**src/rtl/chan_ctrl_pkg.sv**
```systemverilog
package chan_ctrl_pkg;
  localparam int STAT_W  = 16;
  localparam int B_RUN   = 15;
  localparam int B_PAUSE = 14;
  localparam int B_FLUSH = 13;
  localparam int B_WAKE  = 12;
  localparam int B_DEAD  = 11;
  localparam int B_ACT   = 10;
  localparam int B_BT    = 8;
  localparam int DEV_W   = 4;

  localparam logic [STAT_W-1:0] WR_OK =
    (STAT_W'(1) << B_RUN) | (STAT_W'(1) << B_PAUSE) |
    (STAT_W'(1) << B_FLUSH) | (STAT_W'(1) << B_WAKE) |
    STAT_W'((1 << DEV_W) - 1);

  localparam int IDX_CTRL = 0;
  localparam int IDX_STAT = 1;
  localparam int IDX_PTR  = 2;
  localparam int IDX_SEL0 = 3;
endpackage

```
**src/rtl/chan_status_next.sv**
```systemverilog
module chan_status_next
  import chan_ctrl_pkg::*;
(
  input  logic [STAT_W-1:0] old_i,
  input  logic [31:0]       wdata_i,
  output logic [STAT_W-1:0] nxt_o,
  output logic              flush_o
);
  logic [STAT_W-1:0] en, s;

  always_comb begin
    en = wdata_i[31:16] & WR_OK;
    s  = (wdata_i[15:0] & en) | (old_i & ~en);
    if (s[B_WAKE]) s[B_ACT] = 1'b1;
    if (s[B_RUN]) begin
      s[B_ACT]  = 1'b1;
      s[B_DEAD] = 1'b0;
    end
    if (s[B_PAUSE]) s[B_ACT] = 1'b0;
    if (old_i[B_RUN] && !s[B_RUN]) begin
      s[B_ACT]  = 1'b0;
      s[B_DEAD] = 1'b0;
    end
    flush_o    = s[B_FLUSH];
    s[B_FLUSH] = 1'b0;
    nxt_o      = s;
  end
endmodule

```
**src/rtl/chan_sel_regs.sv**
```systemverilog
module chan_sel_regs #(
  parameter int NSEL = 3,
  parameter int SW   = 4
) (
  input  logic              clk_i,
  input  logic              rst_ni,
  input  logic [NSEL-1:0]   we_i,
  input  logic [SW-1:0]     wmask_i,
  input  logic [SW-1:0]     wval_i,
  output logic [NSEL*SW-1:0] mask_o,
  output logic [NSEL*SW-1:0] val_o
);
  for (genvar g = 0; g < NSEL; g++) begin : g_sel
    logic [SW-1:0] m_q, v_q;
    always_ff @(posedge clk_i or negedge rst_ni) begin
      if (!rst_ni) begin
        m_q <= '0;
        v_q <= '0;
      end else if (we_i[g]) begin
        m_q <= wmask_i;
        v_q <= wval_i;
      end
    end
    assign mask_o[g*SW +: SW] = m_q;
    assign val_o[g*SW +: SW]  = v_q;
  end
endmodule

```
**src/rtl/chan_ctrl_regs.sv**
```systemverilog
module chan_ctrl_regs
  import chan_ctrl_pkg::*;
#(
  parameter int ADDR_W = 3,
  parameter int PTR_W  = 32,
  parameter int NSEL   = 3
) (
  input  logic                    clk_i,
  input  logic                    rst_ni,
  input  logic                    wr_en_i,
  input  logic [ADDR_W-1:0]       addr_i,
  input  logic [31:0]             wdata_i,
  output logic [31:0]             rdata_o,
  output logic [STAT_W-1:0]       status_o,
  output logic                    flush_req_o,
  output logic                    start_req_o,
  output logic                    fetch_req_o,
  output logic [PTR_W-1:0]        fetch_addr_o,
  output logic [NSEL*DEV_W-1:0]   sel_mask_o,
  output logic [NSEL*DEV_W-1:0]   sel_val_o
);
  localparam int ALIGN = 4;

  logic [STAT_W-1:0] stat_q, stat_nxt;
  logic [PTR_W-1:0]  ptr_q;
  logic              flush_hit, flush_q, start_q, fetch_q;
  logic              ctrl_we, stat_we, ptr_we;
  logic [NSEL-1:0]   sel_we;

  assign ctrl_we = wr_en_i && (addr_i == ADDR_W'(IDX_CTRL));
  assign stat_we = wr_en_i && (addr_i == ADDR_W'(IDX_STAT));
  assign ptr_we  = wr_en_i && (addr_i == ADDR_W'(IDX_PTR)) && !stat_q[B_ACT];

  for (genvar g = 0; g < NSEL; g++) begin : g_swe
    assign sel_we[g] = wr_en_i && (addr_i == ADDR_W'(IDX_SEL0 + g));
  end

  chan_status_next u_next (
    .old_i   (stat_q),
    .wdata_i (wdata_i),
    .nxt_o   (stat_nxt),
    .flush_o (flush_hit)
  );

  chan_sel_regs #(.NSEL(NSEL), .SW(DEV_W)) u_sel (
    .clk_i   (clk_i),
    .rst_ni  (rst_ni),
    .we_i    (sel_we),
    .wmask_i (wdata_i[16 +: DEV_W]),
    .wval_i  (wdata_i[0 +: DEV_W]),
    .mask_o  (sel_mask_o),
    .val_o   (sel_val_o)
  );

  always_ff @(posedge clk_i or negedge rst_ni) begin
    if (!rst_ni) begin
      stat_q  <= '0;
      ptr_q   <= '0;
      flush_q <= 1'b0;
      start_q <= 1'b0;
      fetch_q <= 1'b0;
    end else begin
      if (ctrl_we)      stat_q <= stat_nxt;
      else if (stat_we) stat_q <= wdata_i[15:0];
      if (ptr_we)       ptr_q  <= {wdata_i[PTR_W-1:ALIGN], {ALIGN{1'b0}}};
      flush_q <= ctrl_we && flush_hit;
      start_q <= ctrl_we && stat_nxt[B_ACT];
      fetch_q <= ptr_we;
    end
  end

  // read mux: control and unmapped indices read zero
  always_comb begin
    rdata_o = '0;
    if (addr_i == ADDR_W'(IDX_STAT)) rdata_o[STAT_W-1:0] = stat_q;
    if (addr_i == ADDR_W'(IDX_PTR))  rdata_o[PTR_W-1:0]  = ptr_q;
    for (int i = 0; i < NSEL; i++) begin
      if (addr_i == ADDR_W'(IDX_SEL0 + i)) begin
        rdata_o[16 +: DEV_W] = sel_mask_o[i*DEV_W +: DEV_W];
        rdata_o[0 +: DEV_W]  = sel_val_o[i*DEV_W +: DEV_W];
      end
    end
  end

  assign status_o     = stat_q;
  assign flush_req_o  = flush_q;
  assign start_req_o  = start_q;
  assign fetch_req_o  = fetch_q;
  assign fetch_addr_o = ptr_q;
endmodule

```
**config.mk**
```make
export PLATFORM = sky130hd
export DESIGN_NAME = chan_ctrl_regs
export DESIGN_NICKNAME = d
export VERILOG_FILES = /design/src/rtl/chan_ctrl_pkg.sv /design/src/rtl/chan_status_next.sv /design/src/rtl/chan_sel_regs.sv /design/src/rtl/chan_ctrl_regs.sv
export SDC_FILE = /design/constraint.sdc
export NUM_CORES = 1
export LEC_CHECK = 0
export BUFFER_PORTS_ARGS = -buffer_cell sky130_fd_sc_hd__buf_4
export CORE_MARGIN = 2
export CORE_UTILIZATION = 44
export CTS_CLUSTER_DIAMETER = 100
export DETAILED_ROUTE_END_ITERATION = 10
export GPL_ROUTABILITY_DRIVEN = 1
export PLACE_DENSITY = 0.78
export SLEW_MARGIN = 20
export SYNTH_ARGS = -nofsm -noshare
export SYNTH_HDL_FRONTEND = slang
export SYNTH_HIERARCHICAL = 1
export SYNTH_SLANG_ARGS = --single-unit
```
**constraint.sdc**
```tcl
create_clock -name clk_i -period 1.2 [get_ports clk_i]
set_input_delay 0.18 -clock clk_i [delete_from_list [all_inputs] [get_ports clk_i]]
set_output_delay 0.18 -clock clk_i [all_outputs]
set_load 0.01 [all_outputs]
```
# == Word level (Yosys, flattened, before mapping) ==
# Cells that the tools add are included.
# totals
word_cells,48
regBits,71
# op_classes
bitwise,4
n_mux,14
n_reduce_logical,14
eq_ne,5
# op_table
operator,n
2-to-1 mux 16 bit,3
bitwise AND 16 bit,2
2-to-1 mux 32 bit,1
2-to-1 mux 4 bit,6
inverter 16 bit,1
bitwise OR 16 bit,1
logical AND 1 bit,10
equality test 3 x 2 -> 1 bit (second input constant),2
equality test 3 bit (second input constant),2
2-to-1 mux 2 bit,2
equality test 3 x 1 -> 1 bit (second input constant),1
logical NOT 3 bit,1
logical NOT 1 bit,2
2-to-1 mux 1 bit,2
nonzero test 2 bit,1

# == Longest topological paths before layout ==
# logic_depth
word_depth,8
ltp_mapped,6
mapped_depth_nobuf,4

# == Cells and area by module ==
# Netlist, hierarchy kept.
# modules_own_cells
mod,cells_per_inst,instances,seq_area_each_um2,area_each_um2
chan_ctrl_regs,220,1,1176.1,2472.4
chan_sel_regs,51,1,600.6,994.7
chan_status_next,22,1,0.0,192.7

# == Worst setup path before layout ==
# No wires, ideal clock.
# synth_path
path_kind,input to register
from,in addr_i[2]
to,reg u_sel.g_sel[2].m_q[0]
n_path_buf,3
arrival_time_ns,1.402
stages,6
slack_ns,-0.327
cell_sequence,buf_2 -> nor2b_1 -> buf_2 -> and3_1 -> buf_6 -> mux2_4
# synth_between
elab_chain_cells,2
# synth_rtl
element,line_no,text
"start, declared",chan_ctrl_regs.sv:11,"input logic [ADDR_W-1:0] addr_i,"
equality test 3 bit,chan_ctrl_regs.sv:35,assign sel_we[g] = wr_en_i && (addr_i == ADDR_W'(IDX_SEL0 + g));
logical AND 1 bit,chan_ctrl_regs.sv:35,
net sel_we[2],chan_ctrl_regs.sv:28,logic [NSEL-1:0] sel_we;
"end signal, assigned",chan_sel_regs.sv:20,m_q <= wmask_i;
"end, declared",chan_sel_regs.sv:14,"logic [SW-1:0] m_q, v_q;"
# The timed path passes the listed nets, and every way through them passes these cells.
# A chain may end at the register's enable or synchronous reset.

# == Final worst setup path ==
# layout_path
from,"reg stat_q[3], in the netlist status_o[3]"
to,out rdata_o[3]
# layout_between
elab_chain_cells,5
# layout_rtl
element,line_no,text
"start, declared",chan_ctrl_regs.sv:24,"logic [STAT_W-1:0] stat_q, stat_nxt;"
"start signal, assigned",chan_ctrl_regs.sv:63,if (ctrl_we) stat_q <= stat_nxt;
"start signal, assigned",chan_ctrl_regs.sv:64,else if (stat_we) stat_q <= wdata_i[15:0];
2-to-1 mux 16 bit,chan_ctrl_regs.sv:75,if (addr_i == ADDR_W'(IDX_STAT)) rdata_o[STAT_W-1:0] = stat_q;
2-to-1 mux 32 bit,chan_ctrl_regs.sv:76,if (addr_i == ADDR_W'(IDX_PTR)) rdata_o[PTR_W-1:0] = ptr_q;
2-to-1 mux 4 bit (3 in a row),chan_ctrl_regs.sv:78,if (addr_i == ADDR_W'(IDX_SEL0 + i)) begin
"end, declared",chan_ctrl_regs.sv:13,"output logic [31:0] rdata_o,"
# No other way between the ends.

==> flow_metrics.tcl <==
set metrics [dict create \
    min_period_over_period_pct 125 \
    max_freq_mhz 669 \
    cts.path.max_buffers 2 \
    finalCriticalPeriod_ps 1490 \
    antenna_found_initial 0 \
    multi_input_area_sq_mm 0.00183 \
    start_kind "flip-flop" \
    root_buffer "clkbuf_8" \
    finalSetupViolations 55 \
    n_antenna_cell 0 \
    nFillCells 544 \
    grt_overflow 0 \
    cap_violations 0 \
    routedWlPerCell_um 18.5 \
    synth_warnings 6 \
    syn_area_sq_mm 0.00366 \
    first_global_vias 2988 \
    ys_seq_area_share_pct 48.5 \
    coreArea_sq_mm 0.00813 \
    rsz0062_at_grt "yes" \
    crit_arrival_ps 1310 \
    fin_nets 528 \
    cts_sinks 71 \
    muxShareOfSynthArea_pct 27.4 \
    gp_congestion 0.779 \
    crit_buf_inv 1 \
    power_w 0.00971 \
    final_core_utilization_pct 74.3 \
    grtUsageTotal_pct 23.1 \
    cp_data_required_time_ps 1020 \
    num_rows 33 \
    syn_area_per_cell_sq_um 12.5 \
    synth_seq_cells 71 \
    cts.htree.levels 3 \
    wirelength_um 11100 \
    hpwl_um 6820 \
    slew_violations 0 \
    synth_cell_type_count 26 \
    initial_utilization_pct 45.0 \
    die_area_sq_mm 0.00906 \
    num_io_pins 145 \
    areaGrowthSynthToFinish_pct 65.2 \
    dieWidth_um 95.2 \
    critPathCaptureType "output port" \
    synth-simple-area-share_pct 8.10 \
    synthAdderAreaFrac_pct 0 \
    critPathTopFamily "flip-flops" \
    drt-pass1-iter-count 4 \
    cp_slowest_cell "dfrtp_1" \
    finalHoldViolCount 0 \
    cts_tree "yes" \
    path_cells "mux2i_1 -> o2bb2ai_1 -> a22o_1 -> buf_6" \
    drcViolationCount 0 \
    failed_checks "negative setup slack" \
    clk_pin_slew_ps 70 \
    vdd_drop_max_mv 1.36 \
    drt-initial-drc-count 165 \
    synth-compound-area-share_pct 9.64 \
    viasPerCell 5.26 \
    seq_area_sq_mm 0.00178 \
    dieHeight_um 95.2 \
    syn_inst 293 \
    worstHoldPathType "input pin to flip-flop" \
    synth_top_family_by_area "multiplexers" \
    critical_path_class "flip-flop to output port" \
    status "finished with violations" \
    cpPeakStageDelay_ps 400 \
    io_buffer_count 140 \
    p_per_area_mw_per_mm2 1610 \
    drive_gt1_share_pct 65.3 \
    clock_skew_ps 4.98 \
    postRouteAntennaNets 0 \
    critPathMaxFanout 2 \
    synth_xor_area_share_pct 0 \
    setup_ws_ps -295 \
    insertion_delay_ps 340 \
    cts_buffers 9 \
    vias 3155 \
    leakage_nw 2.98 \
    grt_max_degree 35 \
    grt_pass1_wl_um 15800 \
    rrSetupSlack_ps -150 \
]
-- cell type report --
type	instances	share of cell area, %
clock buffer	10	2.28
clock inverter	6	1.39
inverter	3	0.186
multi-input combinational	190	30.3
sequential	71	29.4
tap	105	2.17
timing repair buffer	215	34.3
-- cell usage in the layout, fill, tap and decap left out, types with 5 or more instances in the layout --
cell type  count
buf_4        107
buf_6        100
dfrtp_1       71
mux2_4        35
nor2_1        28
mux2_2        24
mux2i_1       20
a21oi_1       20
and2_4        12
clkbuf_8      10
a22oi_2        8
a22oi_1        8
buf_12         6
conb_1         5
-- path summary, 6_finish.rpt --
kind / startpoint / depth (start not counted) / end
worst max-delay path: status_o[3] / 4 / rdata_o[3]
worst min-delay path: wdata_i[25] / 2 / fetch_addr_o[25]
worst max register to register: status_o[10] / 4 / fetch_addr_o[13]
worst min register to register: fetch_addr_o[8] / 1 / fetch_addr_o[8]
max in group asynchronous: rst_ni / 3 / fetch_addr_o[10]
min in group asynchronous: rst_ni / 2 / u_sel/g_sel[0].m_q[0]
-- cell usage after synthesis --
master,instances,area [sq um]
buf_2,8,40.0
buf_4,12,90.1
mux2_2,25,282
and3_1,2,12.5
and2_1,13,81.3
nor3b_4,1,18.8
nand3b_1,1,7.51
buf_6,5,56.3
nor2_1,28,105
a211oi_1,2,15.0
nor3b_1,1,7.51
conb_1,2,7.51
mux2_4,34,510
a22oi_1,16,120
clkbuf_1,7,26.3
mux2i_1,21,210
a211oi_2,1,12.5
a21oi_1,20,100
dfrtp_1,71,1780
a221oi_1,4,35.0
a22o_1,4,35.0
and3b_1,3,26.3
nor3b_2,1,12.5
inv_1,3,11.3
nor2b_1,4,25.0
o2bb2ai_1,4,35.0
-- state kept, by name, indices dropped and copies added, names as in the netlist --
| name | cells |
|---|---|
| u_sel/g_sel.m_q | 12 |
| fetch_addr_o | 28 |
| u_sel/g_sel.v_q | 12 |
| fetch_req_o | 1 |
| start_req_o | 1 |
| status_o | 16 |
| flush_req_o | 1 |
-- what timing repair did --
item	4_1_cts	5_1_grt
endpoints found under the hold margin	20	0
setup endpoints to repair	61	104
hold buffers	1	0
gates resized for setup	51	88
buffers inserted	40	13
pin swaps	22	23
gates cloned	0	2
-- worst reg2reg max path, cell delays in order, from the launching register on --
cell	delay, ps
dfrtp_1	400
buf_6	120
nand3b_1	190
buf_12	210
mux2_4	330
-- cell families (layout without fill, tap and decap cells) --
group,count (synthesis),in the layout
mux,80,80
flops,71,71
simple gates,54,54
compound gates,51,51
buf+inv,35,234
other cells,2,5
-- power breakdown --
part | internal [W] | switching (W)
registers | 0.00296 | 0.000512
logic | 0.00263 | 0.00150
clock network | 0.00122 | 0.000895
total | 0.00681 | 0.00291
-- through the flow --
| step | area, sq um | std cells | setup slack [ps] | setup TNS (ps) | hold WS (ps) |
|---|---|---|---|---|---|
| floorplan | 3750 | 296 | -121 | -3710 | -116 |
| global placement | 4940 | 534 | -125 | -6850 | 109 |
| detailed placement | 4940 | 534 | -214 | -9090 | 106 |
| CTS | 5670 | 591 | -290 | -7630 | 45.3 |
| global route | 6040 | 600 | -373 | -10100 | 43.6 |
| finish | 6040 | 600 | -295 | -7290 | 63.6 |
-- layer usage --
metal / GRT usage [%] / routed length (um) / up-vias
li1: - / - / 1431
met1: 29.9 / 4600 / 1591
met2: 37.8 / 5700 / 121
met3: 5.14 / 654 / 12
met4: 8.70 / 142 / 0
met5: 0 / 0 / -
Power figures use the tool's default switching activity.
